--- src/rtl/supply_seq_pkg.sv ---
package supply_seq_pkg;
  typedef enum logic {SRC_MAIN = 1'b0, SRC_BATT = 1'b1} src_e;
endpackage

--- src/rtl/mr_debounce.sv ---
module mr_debounce #(
  parameter int DEB_TICKS = 16
) (
  input  logic clk,
  input  logic rst,
  input  logic tick_ms,
  input  logic raw_n,
  output logic clean_n
);
  localparam int DW = $clog2(DEB_TICKS + 1);
  logic [DW-1:0] run_q;

  always_ff @(posedge clk) begin
    if (rst) begin
      clean_n <= 1'b1;
      run_q   <= '0;
    end else if (tick_ms) begin
      if (raw_n == clean_n) begin
        run_q <= '0;
      end else if (run_q == DW'(DEB_TICKS - 1)) begin
        clean_n <= raw_n;
        run_q   <= '0;
      end else begin
        run_q <= run_q + 1'b1;
      end
    end
  end

  AST_DEB_NEEDS_TICK: assert property (@(posedge clk) disable iff (rst)
    !tick_ms |=> $stable(clean_n));
endmodule

--- src/rtl/reset_stretch.sv ---
module reset_stretch #(
  parameter int SHORT_TICKS = 150,
  parameter int LONG_TICKS  = 800
) (
  input  logic clk,
  input  logic rst,
  input  logic tick_ms,
  input  logic hold,
  input  logic por_long,
  output logic rst_n_o
);
  localparam int MAXT = (LONG_TICKS > SHORT_TICKS) ? LONG_TICKS : SHORT_TICKS;
  localparam int CW   = $clog2(MAXT + 1);
  logic [CW-1:0] cnt_q;
  logic [CW-1:0] last;

  assign last = por_long ? CW'(LONG_TICKS - 1) : CW'(SHORT_TICKS - 1);

  always_ff @(posedge clk) begin
    if (rst || hold) begin
      rst_n_o <= 1'b0;
      cnt_q   <= '0;
    end else if (!rst_n_o && tick_ms) begin
      if (cnt_q >= last) begin
        rst_n_o <= 1'b1;
        cnt_q   <= '0;
      end else begin
        cnt_q <= cnt_q + 1'b1;
      end
    end
  end

  AST_HOLD_FORCES_RESET: assert property (@(posedge clk) disable iff (rst)
    hold |=> !rst_n_o);
  AST_RELEASE_ON_TICK: assert property (@(posedge clk) disable iff (rst)
    $rose(rst_n_o) |-> ($past(tick_ms) && !$past(hold)));
endmodule

--- src/rtl/batt_switch.sv ---
module batt_switch
  import supply_seq_pkg::*;
(
  input  logic clk,
  input  logic rst,
  input  logic main_ok,
  input  logic main_gt_batt,
  input  logic main_lt_batt,
  output logic batt_on,
  output logic backup
);
  src_e src_q;

  always_ff @(posedge clk) begin
    if (rst || main_ok)      src_q <= SRC_MAIN;
    else if (main_lt_batt)   src_q <= SRC_BATT;
    else if (main_gt_batt)   src_q <= SRC_MAIN;
  end

  assign batt_on = (src_q == SRC_BATT);
  assign backup  = batt_on;

  AST_BATT_ONLY_LOW: assert property (@(posedge clk) disable iff (rst)
    main_ok |=> !batt_on);
  AST_BATT_ENTRY: assert property (@(posedge clk) disable iff (rst)
    $rose(batt_on) |-> $past(main_lt_batt));
  AST_BATT_EXIT: assert property (@(posedge clk) disable iff (rst)
    $fell(batt_on) |-> ($past(main_ok) || ($past(main_gt_batt) && !$past(main_lt_batt))));
endmodule

--- src/rtl/supply_seq.sv ---
module supply_seq #(
  parameter int SHORT_TICKS = 150,
  parameter int LONG_TICKS  = 800,
  parameter int DEB_TICKS   = 16
) (
  input  logic clk,
  input  logic rst,
  input  logic tick_ms,
  input  logic main_ok,
  input  logic aux_ok,
  input  logic main_gt_batt,
  input  logic main_lt_batt,
  input  logic mr_n,
  input  logic por_long,
  output logic rst_n_o,
  output logic lowline_n,
  output logic auxfail_n,
  output logic batt_on,
  output logic backup
);
  logic mr_clean_n;

  mr_debounce #(.DEB_TICKS(DEB_TICKS)) i_deb (
    .clk(clk), .rst(rst), .tick_ms(tick_ms), .raw_n(mr_n), .clean_n(mr_clean_n)
  );

  reset_stretch #(.SHORT_TICKS(SHORT_TICKS), .LONG_TICKS(LONG_TICKS)) i_str (
    .clk(clk), .rst(rst), .tick_ms(tick_ms), .hold(!main_ok || !mr_clean_n),
    .por_long(por_long), .rst_n_o(rst_n_o)
  );

  batt_switch i_bsw (
    .clk(clk), .rst(rst), .main_ok(main_ok), .main_gt_batt(main_gt_batt),
    .main_lt_batt(main_lt_batt), .batt_on(batt_on), .backup(backup)
  );

  always_ff @(posedge clk) begin
    if (rst) begin
      lowline_n <= 1'b0;
      auxfail_n <= 1'b0;
    end else begin
      lowline_n <= main_ok;
      auxfail_n <= aux_ok;
    end
  end

  AST_RESET_ON_LOW: assert property (@(posedge clk) disable iff (rst)
    !main_ok |=> !rst_n_o);
  AST_LOWLINE_LOW: assert property (@(posedge clk) disable iff (rst)
    !main_ok |=> !lowline_n);
  AST_AUX_LOW: assert property (@(posedge clk) disable iff (rst)
    !aux_ok |=> !auxfail_n);
  AST_BACKUP_MATCH: assert property (@(posedge clk) disable iff (rst)
    backup == batt_on);
endmodule

--- config.mk ---
export PLATFORM = sky130hd
export DESIGN_NAME = supply_seq
export DESIGN_NICKNAME = d
export VERILOG_FILES = /design/src/rtl/supply_seq_pkg.sv /design/src/rtl/mr_debounce.sv /design/src/rtl/reset_stretch.sv /design/src/rtl/batt_switch.sv /design/src/rtl/supply_seq.sv
export SDC_FILE = /design/constraint.sdc
export NUM_CORES = 1
export LEC_CHECK = 0
export BUFFER_PORTS_ARGS = -buffer_cell sky130_fd_sc_hd__buf_2
export CAP_MARGIN = 20
export CELL_PAD_IN_SITES_DETAIL_PLACEMENT = 0
export CELL_PAD_IN_SITES_GLOBAL_PLACEMENT = 1
export CORE_ASPECT_RATIO = 0.9
export CORE_MARGIN = 8
export CORE_UTILIZATION = 45
export DETAILED_ROUTE_END_ITERATION = 12
export PLACE_DENSITY_LB_ADDON = 0.1
export SYNTH_ARGS = -nofsm -noshare
export SYNTH_HDL_FRONTEND = slang
export SYNTH_SLANG_ARGS = --single-unit
export TNS_END_PERCENT = 10
--- constraint.sdc ---
create_clock -name clk -period 3.55 [get_ports clk]
set_clock_uncertainty 0.15 [all_clocks]
set_input_delay 0.71 -clock clk [delete_from_list [all_inputs] [get_ports clk]]
set_output_delay 0.71 -clock clk [all_outputs]
set_load 0.03 [all_outputs]
* After elaboration in Yosys (flattened, before gate mapping)
Index checks and enable logic that the tools add are counted.
Storage, ports and cells: register bits 20, bits of input ports 9, logic and storage cells 29
Operators by class: add/sub/neg operators 2, order comparisons 1, eq/ne operators 2, muxes and demuxes 6, bitwise gates (word level) 1, reduce and logical (&&, ||, !) cells 10
Operators with widths (number):
- 2-to-1 mux 10 bit | 2
- adder 10 x 1 -> 10 bit (second input constant) | 1
- greater-or-equal comparator 10 bit | 1
- 2-to-1 mux 5 bit | 2
- adder 5 x 1 -> 5 bit (second input constant) | 1
- equality test 5 x 4 -> 1 bit (second input constant) | 1
- logical NOT 1 bit | 3
- logical OR 1 bit | 3
- AND reduction 3 bit | 1
- 2-to-1 mux 1 bit | 2
- AND reduction 2 bit | 1
- nonzero test 2 bit | 1
- equality test 1 bit | 1
- logical AND 1 bit | 1
- NOT 1 bit | 1

* Logic depth before layout (Yosys ltp)
depth in word-level cells 3, gate-level depth with buffers 6, mapped depth without buffers 6

* Cells and area by module
A second synthesis with hierarchy kept.
Unflattened totals: cells, all modules 124, area, all modules 1112.3 um2
Modules (own cells, without submodules):
- reset_stretch | times used 1, cells an instance 81, area each 698.2 um2, sequential area each 220.2 um2
- mr_debounce | times used 1, cells an instance 33, area each 302.8 um2, sequential area each 120.1 um2
- supply_seq | times used 1, cells an instance 5, area each 58.8 um2, sequential area each 40.0 um2
- batt_switch | times used 1, cells an instance 5, area each 52.6 um2, sequential area each 20.0 um2

* Worst setup path after synthesis
No wires, ideal clock.
kind input port to flip-flop, start point input port por_long, end point register i_str.cnt_q[3], setup time 138 ps, arrival time 1817 ps, required time 3262 ps, path slack 1445 ps, stages on the path 6, cell sequence inv_1 > ha_1 > nand2_1 > o21a_1 > o22ai_1 > nor3_1
Between the ends: cells in the longest elaborated chain, start to end 3
RTL lines:
- start: declaration | RTL line supply_seq.sv:14 | input logic por_long,
- 2-to-1 mux 10 bit | RTL line reset_stretch.sv:17 | assign last = por_long ? CW'(LONG_TICKS - 1) : CW'(SHORT_TICKS - 1);
- greater-or-equal comparator 10 bit | RTL line reset_stretch.sv:24 | if (cnt_q >= last) begin
- 2-to-1 mux 10 bit | RTL line reset_stretch.sv:24
- end signal: assignment | RTL line reset_stretch.sv:28 | cnt_q <= cnt_q + 1'b1;
- end: declaration | RTL line reset_stretch.sv:14 | logic [CW-1:0] cnt_q;
No other way between the ends. A chain may end at the register's enable or synchronous reset.

* Worst setup path after layout
start point input port por_long, end point register i_str.cnt_q[5]
The elaborated chain is that of the path after synthesis.

==> results.toml <==
[global_routing]
grt_max_degree = 15
grt_pass1_wl_mm = 3.877
grt_pass1_vias = 845
grt_antenna_before_repair = 0
grt-ovfl-total = 0
grt_use_total_pct = 11.52

[place]
placed_cells = 161
dpl_worst_slack_ns = 1.093
io_buffers = 13
placed_cell_area_mm2 = 0.001155
hpwl_mm = 1.683
place_congestion = 0.8277

[finish]
fin_area_mm2 = 0.001191
num-nets-final = 155
drive_above_1_share_pct = 14.49
area_delta_synth_final_pct = 10.83
final_cell_mix = "dfxtp_1, buf_2, a21oi_1"
layout_commonest_cell = "dfxtp_1"
n_antenna_cell = 0
layout.cells.non_filler = 165

[drt]
vias = 928
drt_iter0_drc = 98
drt-pass1-iter-count = 4
drc = 0
ant_nets = 0
routed_wl_mm = 2.239
vias_per_cell = 5.624
post_drt_wl_per_cell_um = 13.57

[clock_network]
root_buffer = "clkbuf_4"
postCtsSetupBuffers = 0
cts-buffers-inserted = 3
cts_sinks = 20
cts_tree = "built"
htree_levels = 1
clock_latency_ns = 0.30
clk_pin_slew_ns = 0.11
ctsLongestPathBuffers = 2
postCtsHoldBufs = 0
cts_resized = 0

[die]
dieArea_mm2 = 0.004211
fp.dieW_um = 67.52
start_util_pct = 48.37
io_pins = 14
fp.dieH_um = 62.37
core_mm2 = 0.002222
rows = 16

[synth]
synthTopCellsByArea = "dfxtp_1, ha_1, a21oi_1"
netlist_area_mm2 = 0.001075
async_flop_share_pct = 0
ys_warn_count = 0
synth_edf_count = 0
ys_seq_elements = 20
yosys.area.top_type = "dfxtp_1"
seq_area_frac_synth_pct = 37.25
synth_cells = 125
avgSynthCellArea_um2 = 8.598
synth_top_area_share_pct = 37.25
ys_types = 38
syn_nets = 141
synth_flop_cell = "dfxtp_1"

[sta]
finalCritPeriodShare_pct = 60.32
finalHoldViolations = 0
worstMarginPinSlew_ns = 0.6228
final.setup.tns_ns = 0
rsz0062_at_grt = "no"
holdWs_ns = 0.3096
setup_slack_ns = 1.409
finalSetupViolCount = 0
max_freq_ghz = 0.4670
fin_crit_ns = 2.141
slew_viol_final = 0
relSlewSlack_pct = 58.48

[power]
irDropWorstVdd_mv = 0.2351
p_leak_uw = 0.0004400
power_density_mw_per_mm2 = 334.2

[min_path]
hp-class = "flop to flop"
holdPathStages = 2
worstHoldStart = "i_deb.run_q[4]$_SDFFE_PP0P_"
holdPathEnd = "i_deb.run_q[4]$_SDFFE_PP0P_"

[critical_path]
arrival_ns = 2.16
critical_path_class = "input pin to flop"
worst_setup_path_start_kind = "input pin"
r2r_cells = 5
worstPathRequired_ns = 3.57
worst_r2r_endpoint = "i_str.cnt_q[5]$_SDFFE_PP0P_"
endpoint_kind = "flop"
r2r_slack_ns = 1.64
crit_fanout = 7
r2r-start = "i_str.cnt_q[9]$_SDFFE_PP0P_"

[status]
status = "completed"

[run]
max_cap_violations = 0
[final cells by class]
type	instances	area [um^2]
clock buffers	4	36.28
fillers	225	1031
repair buffers	13	65.06
multi-input cells	95	633.1
well taps	27	33.78
inverters	6	22.52
flip-flops and latches	20	400.4
[stage by stage]
stage / power (uW) / utilization [%]
2_1_floorplan: 259.6 / -
3_3_place_gp: 270.4 / 51.97
3_5_place_dp: 270.9 / 51.97
4_1_cts: 405.4 / 53.60
5_1_grt: 419.5 / 53.60
6_report: 398.1 / 53.60
[Yosys cell counts, types with 2 or more instances]
master / number
nor4_1: 2
nor2_1: 5
nor2b_1: 5
nor3_1: 10
dfxtp_1: 20
nand4_1: 2
o21ai_1: 2
xor2_1: 3
nand2b_1: 3
nand3b_1: 2
inv_1: 6
nand3_1: 8
o21a_1: 2
clkbuf_1: 3
ha_1: 7
nand2_1: 9
a21oi_1: 11
xnor2_1: 5
[routing by layer]
metal	part of all wire (%)	up-vias	GRT usage, %
met1	49	423	16.60
li1	-	479	-
met5	0	-	0
met4	1.0	0	3.133
met2	41	22	15.03
met3	8.5	4	4.659
[state kept, by name, indices dropped and copies added, names as in the netlist]
register       cells
i_str.cnt_q       10
i_deb.run_q        5
auxfail_n          1
i_bsw.backup       1
i_deb.clean_n      1
i_str.rst_n_o      1
lowline_n          1
[worst max-delay path by stage]
stage                         from                          end  slack, ns  depth (start not counted)
after floorplan           por_long  i_str.cnt_q[3]$_SDFFE_PP0P_       1.44                          6
after global placement    por_long  i_str.cnt_q[8]$_SDFFE_PP0P_       1.18                          7
after detailed placement  por_long  i_str.cnt_q[6]$_SDFFE_PP0P_       1.09                          7
after CTS                 por_long  i_str.cnt_q[5]$_SDFFE_PP0P_       1.43                          7
after global routing      por_long  i_str.cnt_q[5]$_SDFFE_PP0P_       1.27                          7
final                     por_long  i_str.cnt_q[5]$_SDFFE_PP0P_       1.41                          7
[where the power goes]
part / switching [uW] / internal (uW)
combinational: 22.8 / 12.7
clock: 69.7 / 62.6
sequential: 2.56 / 228
total: 95.1 / 303
[critical path, stage by stage]
cell and delay, ns:
buf_2 0.09, inv_1 0.08, ha_1 0.35, nand2_1 0.07, o21a_1 0.24, o22ai_1 0.51
nor3_1 0.12
[cells by family after synthesis]
family	synth area share [%]
muxes	0.9314
DFF	37.25
buffers and inverters	3.842
and+or+nand+nor	27.94
AOI/OAI and AO/OA	15.37
adders and majority gates	8.149
xor gates and xnor gates	6.519
No activity file was read; power rests on OpenSTA's default activity.
